==> src/rtl/uart_mc_pkg.sv <==
package uart_mc_pkg;

    localparam int MCR_W    = 5;
    localparam int LSR_W    = 8;
    localparam int ERR_BIT  = 7;
    localparam int TEMT_BIT = 6;
    localparam int THRE_BIT = 5;
    localparam int N_MODEM  = 4;

    typedef struct packed {
        logic loop;
        logic out2;
        logic out1;
        logic rts;
        logic dtr;
    } mcr_t;

    typedef enum logic [1:0] {
        TX_IDLE = 2'd0,
        TX_BUSY = 2'd1,
        TX_FULL = 2'd2
    } tx_state_e;

endpackage

==> src/rtl/uart_mc_modem.sv <==
module uart_mc_modem
    import uart_mc_pkg::*;
(
    input  logic               clk,
    input  logic               rst_n,
    input  logic               mcr_wr,
    input  logic [MCR_W-1:0]   mcr_wdata,
    input  logic               tx_ser,
    input  logic               rxd_pin,
    input  logic [N_MODEM-1:0] mdm_in_n,
    output mcr_t               mcr_q,
    output logic               txd_pin,
    output logic               rx_core,
    output logic               dtr_n,
    output logic               rts_n,
    output logic               out1_n,
    output logic               out2_n,
    output logic [N_MODEM-1:0] mdm_stat
);

    logic [N_MODEM-1:0] loop_src;

    always_ff @(posedge clk or negedge rst_n) begin
        if (!rst_n) begin
            mcr_q <= '0;
        end else if (mcr_wr) begin
            mcr_q <= mcr_t'(mcr_wdata);
        end
    end

    always_comb begin
        dtr_n   = !mcr_q.dtr;
        rts_n   = !mcr_q.rts;
        out1_n  = !(mcr_q.loop && mcr_q.out1);
        out2_n  = !(mcr_q.loop && mcr_q.out2);
        txd_pin = mcr_q.loop ? 1'b1   : tx_ser;
        rx_core = mcr_q.loop ? tx_ser : rxd_pin;
    end

    // index 0 dsr, 1 cts, 2 ri, 3 dcd
    assign loop_src = {mcr_q.out2, mcr_q.out1, mcr_q.rts, mcr_q.dtr};

    genvar gi;
    generate
        for (gi = 0; gi < N_MODEM; gi++) begin : g_cross
            assign mdm_stat[gi] = mcr_q.loop ? loop_src[gi] : !mdm_in_n[gi];
        end
    endgenerate


    txd_loop_chk: assert property (@(posedge clk) disable iff (!rst_n)
        mcr_q.loop |-> (txd_pin && (rx_core == tx_ser)));


    out_idle_chk: assert property (@(posedge clk) disable iff (!rst_n)
        !mcr_q.loop |-> (out1_n && out2_n));


    loop_cross_chk: assert property (@(posedge clk) disable iff (!rst_n)
        mcr_q.loop |-> ((mdm_stat[0] == !dtr_n) && (mdm_stat[1] == !rts_n)
                        && (mdm_stat[2] == !out1_n) && (mdm_stat[3] == !out2_n)));

endmodule

==> src/rtl/uart_mc_txtrack.sv <==
module uart_mc_txtrack
    import uart_mc_pkg::*;
(
    input  logic clk,
    input  logic rst_n,
    input  logic thr_wr,
    input  logic load_stb,
    input  logic done_stb,
    output logic load_ok,
    output logic done_ok
);

    tx_state_e state_q, state_d;

    always_ff @(posedge clk or negedge rst_n) begin
        if (!rst_n) begin
            state_q <= TX_IDLE;
        end else begin
            state_q <= state_d;
        end
    end

    always_comb begin
        state_d = state_q;
        load_ok = 1'b0;
        done_ok = 1'b0;
        unique case (state_q)
            TX_IDLE: begin
                if (thr_wr) state_d = TX_FULL;
            end
            TX_BUSY: begin
                if (thr_wr) begin
                    state_d = TX_FULL;
                end else if (done_stb) begin
                    state_d = TX_IDLE;
                    done_ok = 1'b1;
                end
            end
            TX_FULL: begin
                if (!thr_wr && load_stb) begin
                    state_d = TX_BUSY;
                    load_ok = 1'b1;
                end
            end
            default: state_d = TX_IDLE;
        endcase
    end


    load_from_full_chk: assert property (@(posedge clk) disable iff (!rst_n)
        (state_q == TX_FULL && load_stb && !thr_wr) |=> (state_q == TX_BUSY));


    done_in_full_chk: assert property (@(posedge clk) disable iff (!rst_n)
        (state_q == TX_FULL && done_stb) |=> (state_q != TX_IDLE));

endmodule

==> src/rtl/uart_mc_status.sv <==
module uart_mc_status
    import uart_mc_pkg::*;
(
    input  logic             clk,
    input  logic             rst_n,
    input  logic             thr_wr,
    input  logic             load_ok,
    input  logic             done_ok,
    input  logic             rx_err,
    input  logic             rd_clr,
    output logic [LSR_W-1:0] lsr
);

    logic err_q, temt_q, thre_q;

    always_ff @(posedge clk or negedge rst_n) begin
        if (!rst_n) begin
            err_q  <= 1'b0;
            temt_q <= 1'b1;
            thre_q <= 1'b1;
        end else begin
            if (rx_err)       err_q <= 1'b1;
            else if (rd_clr)  err_q <= 1'b0;

            if (thr_wr)       thre_q <= 1'b0;
            else if (load_ok) thre_q <= 1'b1;
            else if (rd_clr)  thre_q <= 1'b0;

            if (thr_wr)       temt_q <= 1'b0;
            else if (done_ok) temt_q <= 1'b1;
            else if (rd_clr)  temt_q <= 1'b0;
        end
    end

    always_comb begin
        lsr           = '0;
        lsr[ERR_BIT]  = err_q;
        lsr[TEMT_BIT] = temt_q;
        lsr[THRE_BIT] = thre_q;
    end


    thr_clear_chk: assert property (@(posedge clk) disable iff (!rst_n)
        thr_wr |=> (!lsr[TEMT_BIT] && !lsr[THRE_BIT]));


    err_set_chk: assert property (@(posedge clk) disable iff (!rst_n)
        rx_err |=> lsr[ERR_BIT]);


    rd_clear_chk: assert property (@(posedge clk) disable iff (!rst_n)
        (rd_clr && !rx_err && !thr_wr && !load_ok && !done_ok) |=> (lsr == '0));

endmodule

==> src/rtl/uart_mc_top.sv <==
module uart_mc_top
    import uart_mc_pkg::*;
#(
    parameter int ADDR_W  = 8,
    parameter int DATA_W  = 32,
    parameter int THR_OFS = 'h00,
    parameter int MCR_OFS = 'h10,
    parameter int LSR_OFS = 'h1C
) (
    input  logic              clk,
    input  logic              rst_n,
    input  logic [ADDR_W-1:0] reg_addr,
    input  logic              reg_wr,
    input  logic              reg_rd,
    input  logic [DATA_W-1:0] reg_wdata,
    output logic [DATA_W-1:0] reg_rdata,
    input  logic              tx_ser,
    input  logic              tx_load_stb,
    input  logic              tx_done_stb,
    input  logic              rx_err_stb,
    input  logic              rxd_pin,
    output logic              txd_pin,
    output logic              rx_core,
    input  logic              dsr_n,
    input  logic              cts_n,
    input  logic              ri_n,
    input  logic              dcd_n,
    output logic              dtr_n,
    output logic              rts_n,
    output logic              out1_n,
    output logic              out2_n,
    output logic              dsr,
    output logic              cts,
    output logic              ri,
    output logic              dcd
);

    localparam logic [ADDR_W-1:0] A_THR = ADDR_W'(THR_OFS);
    localparam logic [ADDR_W-1:0] A_MCR = ADDR_W'(MCR_OFS);
    localparam logic [ADDR_W-1:0] A_LSR = ADDR_W'(LSR_OFS);
    localparam int MCR_PAD = DATA_W - MCR_W;
    localparam int LSR_PAD = DATA_W - LSR_W;

    logic               sel_thr, sel_mcr, sel_lsr;
    logic               thr_wr, mcr_wr, lsr_rd;
    logic               load_ok, done_ok;
    logic [LSR_W-1:0]   lsr;
    logic [N_MODEM-1:0] mdm_stat;
    mcr_t               mcr_q;
    logic               unused_wbits;

    assign sel_thr = (reg_addr == A_THR);
    assign sel_mcr = (reg_addr == A_MCR);
    assign sel_lsr = (reg_addr == A_LSR);
    assign thr_wr  = reg_wr && sel_thr;
    assign mcr_wr  = reg_wr && sel_mcr;
    assign lsr_rd  = reg_rd && sel_lsr;
    assign unused_wbits = ^reg_wdata[DATA_W-1:MCR_W];

    uart_mc_modem u_modem (
        .clk       (clk),
        .rst_n     (rst_n),
        .mcr_wr    (mcr_wr),
        .mcr_wdata (reg_wdata[MCR_W-1:0]),
        .tx_ser    (tx_ser),
        .rxd_pin   (rxd_pin),
        .mdm_in_n  ({dcd_n, ri_n, cts_n, dsr_n}),
        .mcr_q     (mcr_q),
        .txd_pin   (txd_pin),
        .rx_core   (rx_core),
        .dtr_n     (dtr_n),
        .rts_n     (rts_n),
        .out1_n    (out1_n),
        .out2_n    (out2_n),
        .mdm_stat  (mdm_stat)
    );

    uart_mc_txtrack u_track (
        .clk      (clk),
        .rst_n    (rst_n),
        .thr_wr   (thr_wr),
        .load_stb (tx_load_stb),
        .done_stb (tx_done_stb),
        .load_ok  (load_ok),
        .done_ok  (done_ok)
    );

    uart_mc_status u_status (
        .clk     (clk),
        .rst_n   (rst_n),
        .thr_wr  (thr_wr),
        .load_ok (load_ok),
        .done_ok (done_ok),
        .rx_err  (rx_err_stb),
        .rd_clr  (lsr_rd),
        .lsr     (lsr)
    );

    assign {dcd, ri, cts, dsr} = mdm_stat;

    always_comb begin
        reg_rdata = '0;
        if (reg_rd) begin
            if (sel_mcr)      reg_rdata = {{MCR_PAD{1'b0}}, mcr_q};
            else if (sel_lsr) reg_rdata = {{LSR_PAD{1'b0}}, lsr};
        end
    end


    pin_follow_chk: assert property (@(posedge clk) disable iff (!rst_n)
        mcr_wr |=> ((dtr_n == !$past(reg_wdata[0])) && (rts_n == !$past(reg_wdata[1]))));


    mcr_pad_chk: assert property (@(posedge clk) disable iff (!rst_n)
        (reg_rd && sel_mcr) |-> (reg_rdata[DATA_W-1:MCR_W] == '0));

endmodule

==> config.mk <==
export PLATFORM = sky130hd
export DESIGN_NAME = uart_mc_top
export DESIGN_NICKNAME = d
export VERILOG_FILES = /design/src/rtl/uart_mc_pkg.sv /design/src/rtl/uart_mc_modem.sv /design/src/rtl/uart_mc_txtrack.sv /design/src/rtl/uart_mc_status.sv /design/src/rtl/uart_mc_top.sv
export SDC_FILE = /design/constraint.sdc
export NUM_CORES = 1
export LEC_CHECK = 0
export BUFFER_PORTS_ARGS = -buffer_cell sky130_fd_sc_hd__buf_4
export CORE_MARGIN = 4
export CORE_UTILIZATION = 33
export DETAILED_ROUTE_END_ITERATION = 8
export PLACE_DENSITY = 0.8
export SYNTH_ARGS = -nofsm -noshare
export SYNTH_HDL_FRONTEND = slang
export SYNTH_SLANG_ARGS = --single-unit
export TNS_END_PERCENT = 20
==> constraint.sdc <==
create_clock -name clk -period 2.1 [get_ports clk]
set_input_delay 0.315 -clock clk [delete_from_list [all_inputs] [get_ports clk]]
set_output_delay 0.315 -clock clk [all_outputs]
set_load 0.005 [all_outputs]
==> flow_summary_export.csv, run 1 <==
group,metric,value,unit
grt,first_pass_grt_wire_length,3240,µm
timing,final_max_slew_viol_count,0,
clock_network,tritoncts,"done",
placement,routability_congestion,0.781,
floorplan,chipHeight,57.7,µm
finish,layout.cells.most_common_list,"buf_4, conb_1, dfrtp_1",
floorplan,die_footprint,3330,µm²
clock_network,buffer_count_from_post_cts_setup_fixing,0,
grt,groute.usage.overall,0.123,
logic_synthesis,synthCells,88,
routing,wl_met1,760,µm
routing,final_antenna_net_count,0,
clock_network,clkSlewWorstSetupHoldPaths,0.06,ns
grt,pin_count_of_the_biggest_net_entering_global_routing,12,
run_status,run_status,"finished clean",
power_and_ir_drop,worst_ir_drop_vdd,0.235,mV
setup_path,crit_path_start_kind,"primary input",
timing,totalNegativeSetupSlack,0,ns
logic_synthesis,post_synth_main_area_contributors,"dfrtp_1, buf_4, mux2_2, dfstp_2, mux2i_1",
finish,finalNetCount,186,
routing,drt_iter0_markers,21,
routing,dr.pass1.iters,4,
routing,drt-wirelength-per-cell,13.5,µm
routing,routed.top_layer,"met4",
clock_network,clock_insertion_delay_worst_skew,0.26,ns
logic_synthesis,synth_area_leader_cell,"dfrtp_1",
timing,min_period_over_period,0.930,
logic_synthesis,synthesis.area_per_instance,9.27,µm²
finish,layout.cells.most_common,"buf_4",
routing,met3WireLength,250,µm
clock_network,ctsHtreeMaxLevel,1,
logic_synthesis,synth_edf_count,0,
timing,setup_violations,0,
floorplan,num_rows,17,
run,cap_viol_max_count,0,
setup_path,worstPathRequired,1.78,ns
timing,setup_repair_after_global_routing_missed_its_margin,"no",
routing,drc,0,
logic_synthesis,synth-main-ff-cell,"dfrtp_1",
logic_synthesis,yosys_register_bits,10,
floorplan,die_x,57.7,µm
finish,antennaDiodeCount,0,
grt,via_count_of_the_first_global_routing_pass,741,
timing,timing.fmax,512,MHz
routing,met2RoutedLength,1120,µm
finish,layout-drive-gt1-share,0.447,
power_and_ir_drop,powerDensity,422,nW/µm²
clock_network,cts_root_buf,"clkbuf_4",
setup_path,crit_type,"primary input to output pin",
placement,detailed_place.area,1060,µm²
setup_path,setup.reg_to_reg.worst_slack,1.08,ns
clock_network,cts_max_path_buffers,2,
grt,grt_antenna_before_repair,0,
floorplan,io_pins,95,
hold_path,worst_hold_path_type,"primary input to flop",
timing,fin_crit,1.95,ns
timing,hold_viol_final,0,
floorplan,coreArea,2280,µm²
grt,grt.overflow.total,0,
finish,synthToLayoutAreaGrowth,34.5,%
finish,layout.cell_area.non_filler,1100,µm²
floorplan,floorplan.initialDensity,0.358,
power_and_ir_drop,leakage_power_figure,0.555,nW
logic_synthesis,synthDistinctLibCells,29,
setup_path,kind_of_end_point_of_the_critical_path,"output pin",
clock_network,clock_sink_count,10,
routing,drt-total-wl,2160,µm
logic_synthesis,synth.yosys.seq_area_share,0.310,
logic_synthesis,synthesis.area,816,µm²
routing,vias_per_cell,4.55,
timing,clock-skew-final,0.000473,ns
logic_synthesis,ys_warn_count,0,
routing,vias,728,
placement,buffer_ports.inserted,43,
placement,dp.final_hpwl,1780,µm
clock_network,numCtsBuffers,3,
logic_synthesis,yosys.area.top_type_share,0.245,
setup_path,data_arrival_critical_path,1.64,ns
setup_path,crit_path_max_fanout,11,
logic_synthesis,synth-async-reset-ratio,1.00,
## through the flow
step           power [mW]  utilization  hold WS (ns)  cells  worst slack (ns)
5_1_grt             0.490        0.482         0.252    160            0.0813
4_1_cts             0.471        0.482         0.242    160             0.131
2_1_floorplan       0.295            -        0.0194    111             0.387
3_5_place_dp        0.324        0.466         0.152    155             0.132
6_report            0.463        0.482         0.248    160             0.147
3_3_place_gp        0.318        0.466         0.148    155             0.165
## final timing paths
path / from / endpoint / cells after the start
hold / removal: rx_err_stb / u_status.err_q / 2
setup reg to reg: u_track.state_q[0] / u_status.thre_q / 3
setup / recovery: reg_addr[0] / reg_rdata[6] / 5
max in group asynchronous: rst_n / u_status.thre_q / 2
min in group asynchronous: rst_n / u_modem.mcr_q[4] / 2
hold reg to reg: u_track.state_q[0] / u_track.state_q[1] / 1
## power by group
part / internal, mW / switching [mW] / leakage, nW
clock network: 0.0735 / 0.0666 / 0.0150
logic: 0.0568 / 0.0473 / 0.413
registers: 0.209 / 0.00954 / 0.127
total: 0.339 / 0.123 / 0.555
## critical path, stage by stage
cell	delay (ns)
buf_4	0.11
or4_4	0.62
nor3_1	0.32
and2_1	0.17
buf_4	0.10
## logic make-up (layout without fill, tap and decap cells)
logic type,after synthesis,in the layout,synth area share
AO/OA/AOI/OAI,8,8,0.0706
multiplexers,10,10,0.132
other,1,24,0.00460
flip-flops,10,10,0.310
buffers and inverters,34,55,0.276
AND/OR/NAND/NOR,25,25,0.207
## cells in the mapped netlist (2+ instances only)
library cell and number:
a21oi_1 2, and2_1 2, and3b_1 2, buf_4 24, clkbuf_1 2, dfrtp_1 8
dfstp_2 2, inv_1 7, mux2_2 6, mux2i_1 4, nand2_1 2, nor2_1 4
nor4_1 6, o21ai_0 2
## what timing repair did
item,in CTS,in global routing
hold buffers,1,0
hold endpoints to repair,8,0
gates resized for setup,0,0
endpoints found under the setup margin,0,0
## metal layers
layer / vias to the layer above / GRT usage
met2: 38 / 0.227
met3: 5 / 0.0401
li1: 343 / -
met5: - / 0
met1: 342 / 0.126
met4: 0 / 0.0497
## layout make-up
class / count / area [µm²]
fill: 211 / 1180
multi-input combinational: 67 / 424
timing repair buffer: 44 / 333
sequential: 10 / 253
tap: 28 / 35.0
clock buffer: 4 / 26.3
inverter: 7 / 26.3
## flip-flops by register name, summed over array words and instances (netlist names)
register and flops:
u_modem.mcr_q 5, u_status.err_q 1, u_status.temt_q 1, u_status.thre_q 1, u_track.state_q 2
No activity file was read; power rests on OpenSTA's default activity.
==> run 2, diff against run 1 <==
- CORE_UTILIZATION: 33 -> 34
- CTS_BUF_LIST: default -> sky130_fd_sc_hd__clkbuf_8
- PLACE_DENSITY: 0.8 -> 0.82
- SLEW_MARGIN: default -> 10
==> run 2 against run 1 <==
- power up 21%
- sequential power barely moved
- routed wire length decreased by 7.3%
- critical endpoint unchanged
- largest cell class unchanged
- highest routed layer unchanged
==> flow_summary_export.csv, run 2 (synthesis gave the netlist of run 1 again) <==
group,metric,value,unit
run_status,run_status,"finished clean",
hold_path,timing.hold.worst_path_depth,2,
setup_path,worstPathRequired,1.78,ns
timing,fin_crit,1.94,ns
setup_path,kind_of_end_point_of_the_critical_path,"output pin",
clock_network,cts_root_buf,"clkbuf_8",
placement,dp_slack,0.156,ns
setup_path,data_arrival_critical_path,1.63,ns
hold_path,worst_hold_path_type,"primary input to flop",
routing,drt-wirelength-per-cell,12.5,µm
routing,drt-total-wl,2000,µm
hold_path,worst_hold_startpoint,"rx_err_stb",
finish,layout-drive-gt1-share,0.455,
finish,layout_top_registers,"u_modem.mcr_q: 5 flops, u_track.state_q: 2 flops",
grt,grt.overflow.total,0,
setup_path,worst_r2r_endpoint,"u_status.thre_q",
setup_path,setup.reg_to_reg.worst_slack,1.10,ns
finish,max_flop_register,"u_modem.mcr_q",
finish,antennaDiodeCount,0,
power_and_ir_drop,leakage_power_figure,0.569,nW
floorplan,io_pins,95,
clock_network,cts_max_path_buffers,2,
finish,layout.cells.most_common_list,"buf_4, conb_1, dfrtp_1",
timing,post-route-worst-setup-slack,0.157,ns
routing,drc,0,
setup_path,reg2reg_depth,3,
routing,vias_per_cell,4.57,
finish,post-route-util,0.499,
clock_network,tritoncts,"done",
finish,final-instance-count-excl-fill,160,
placement,buffer_ports.inserted,43,
power_and_ir_drop,worst_ir_drop_vdd,0.425,mV
clock_network,clkSlewWorstSetupHoldPaths,0.05,ns
timing,totalNegativeSetupSlack,0,ns
grt,groute.usage.overall,0.120,
setup_path,crit_path_max_fanout,11,
finish,finalNetCount,186,
setup_path,critical_path.reg2reg.startpoint,"u_track.state_q[0]",
placement,dp.final_hpwl,1630,µm
routing,dr.pass1.iters,2,
run,cap_viol_max_count,0,
floorplan,floorplan.initialDensity,0.362,
timing,setup_violations,0,
clock_network,cts_repair_resize_count,0,
timing,clock-skew-final,0.00198,ns
clock_network,numCtsBuffers,3,
finish,layout.cells.most_common,"buf_4",
setup_path,crit_path_start_kind,"primary input",
timing,final_max_slew_viol_count,0,
routing,vias,731,
placement,placed_cells_incl_taps,155,
routing,drt_iter0_markers,4,
grt,first_pass_grt_wire_length,3060,µm
setup_path,setup.worst_path.start,"reg_addr[0]",
clock_network,ctsHtreeMaxLevel,1,
clock_network,clock_insertion_delay_worst_skew,0.23,ns
setup_path,crit_type,"primary input to output pin",
routing,final_antenna_net_count,0,
floorplan,num_rows,17,
power_and_ir_drop,total_power,0.559,mW
floorplan,die_footprint,3250,µm²
finish,largest_reg_flops,5,
placement,routability_congestion,0.762,
floorplan,chipHeight,57.0,µm
hold_path,min_to,"u_status.err_q",
grt,pin_count_of_the_biggest_net_entering_global_routing,12,
power_and_ir_drop,powerDensity,496,nW/µm²
timing,min_period_over_period,0.925,
finish,fillerInstances,207,
timing,setup_repair_after_global_routing_missed_its_margin,"no",
clock_network,clock_sink_count,10,
grt,via_count_of_the_first_global_routing_pass,729,
timing,hold_viol_final,0,
floorplan,die_x,57.0,µm
floorplan,coreArea,2250,µm²
timing,timing.fmax,515,MHz
grt,grt_antenna_before_repair,0,
finish,synthToLayoutAreaGrowth,38.0,%
run 2: changes by cell type in the layout (fill, tap and decap cells not counted):
cell,previous run,this run
clkbuf_4,3,0
clkbuf_1,1,0
clkbuf_8,0,4
run 2: repair_timing:
item / CTS / global route
buffers inserted: 0 / 0
hold endpoints to repair: 8 / 0
hold buffers: 1 / 0
run 2: how the worst max path moves through the flow:
| stage | end | slack (ns) | cells after the start |
|---|---|---|---|
| finish | reg_rdata[6] | 0.16 | 5 |
| global route | reg_rdata[5] | 0.07 | 5 |
| CTS | reg_rdata[6] | 0.16 | 5 |
| detailed placement | reg_rdata[6] | 0.16 | 5 |
| global placement | reg_rdata[5] | 0.19 | 5 |
| floorplan | reg_rdata[5] | 0.39 | 4 |
run 2: per-stage QoR:
stage	hold WS, ns	cell area (µm²)
floorplan	0.0194	902
global placement	0.146	1060
detailed placement	0.151	1060
CTS	0.283	1130
global route	0.290	1130
finish	0.282	1130
run 2: area by class of cell:
type                       count  area [µm²]  share of cell area
multi-input combinational     67         424               0.377
timing repair buffer          44         333               0.296
sequential                    10         253               0.224
clock buffer                   4        55.1              0.0489
tap                           28        35.0              0.0311
inverter                       7        26.3              0.0233
run 2: power by group:
part           internal (mW)  total, mW  switching, mW
combinational         0.0568      0.103         0.0467
clock                  0.164      0.236         0.0713
sequential             0.210      0.220        0.00971
total                  0.431      0.559          0.128
run 2: critical path: stages:
cell    delay [ns]
buf_4         0.10
or4_4         0.62
nor3_1        0.31
and2_1        0.17
buf_4         0.10
run 2: routing by layer:
layer	wire, µm	track usage	part of all wire
met5	0	0	0
met4	36	0.0629	0.018
met3	232	0.0407	0.12
met2	1010	0.215	0.50
met1	723	0.122	0.36
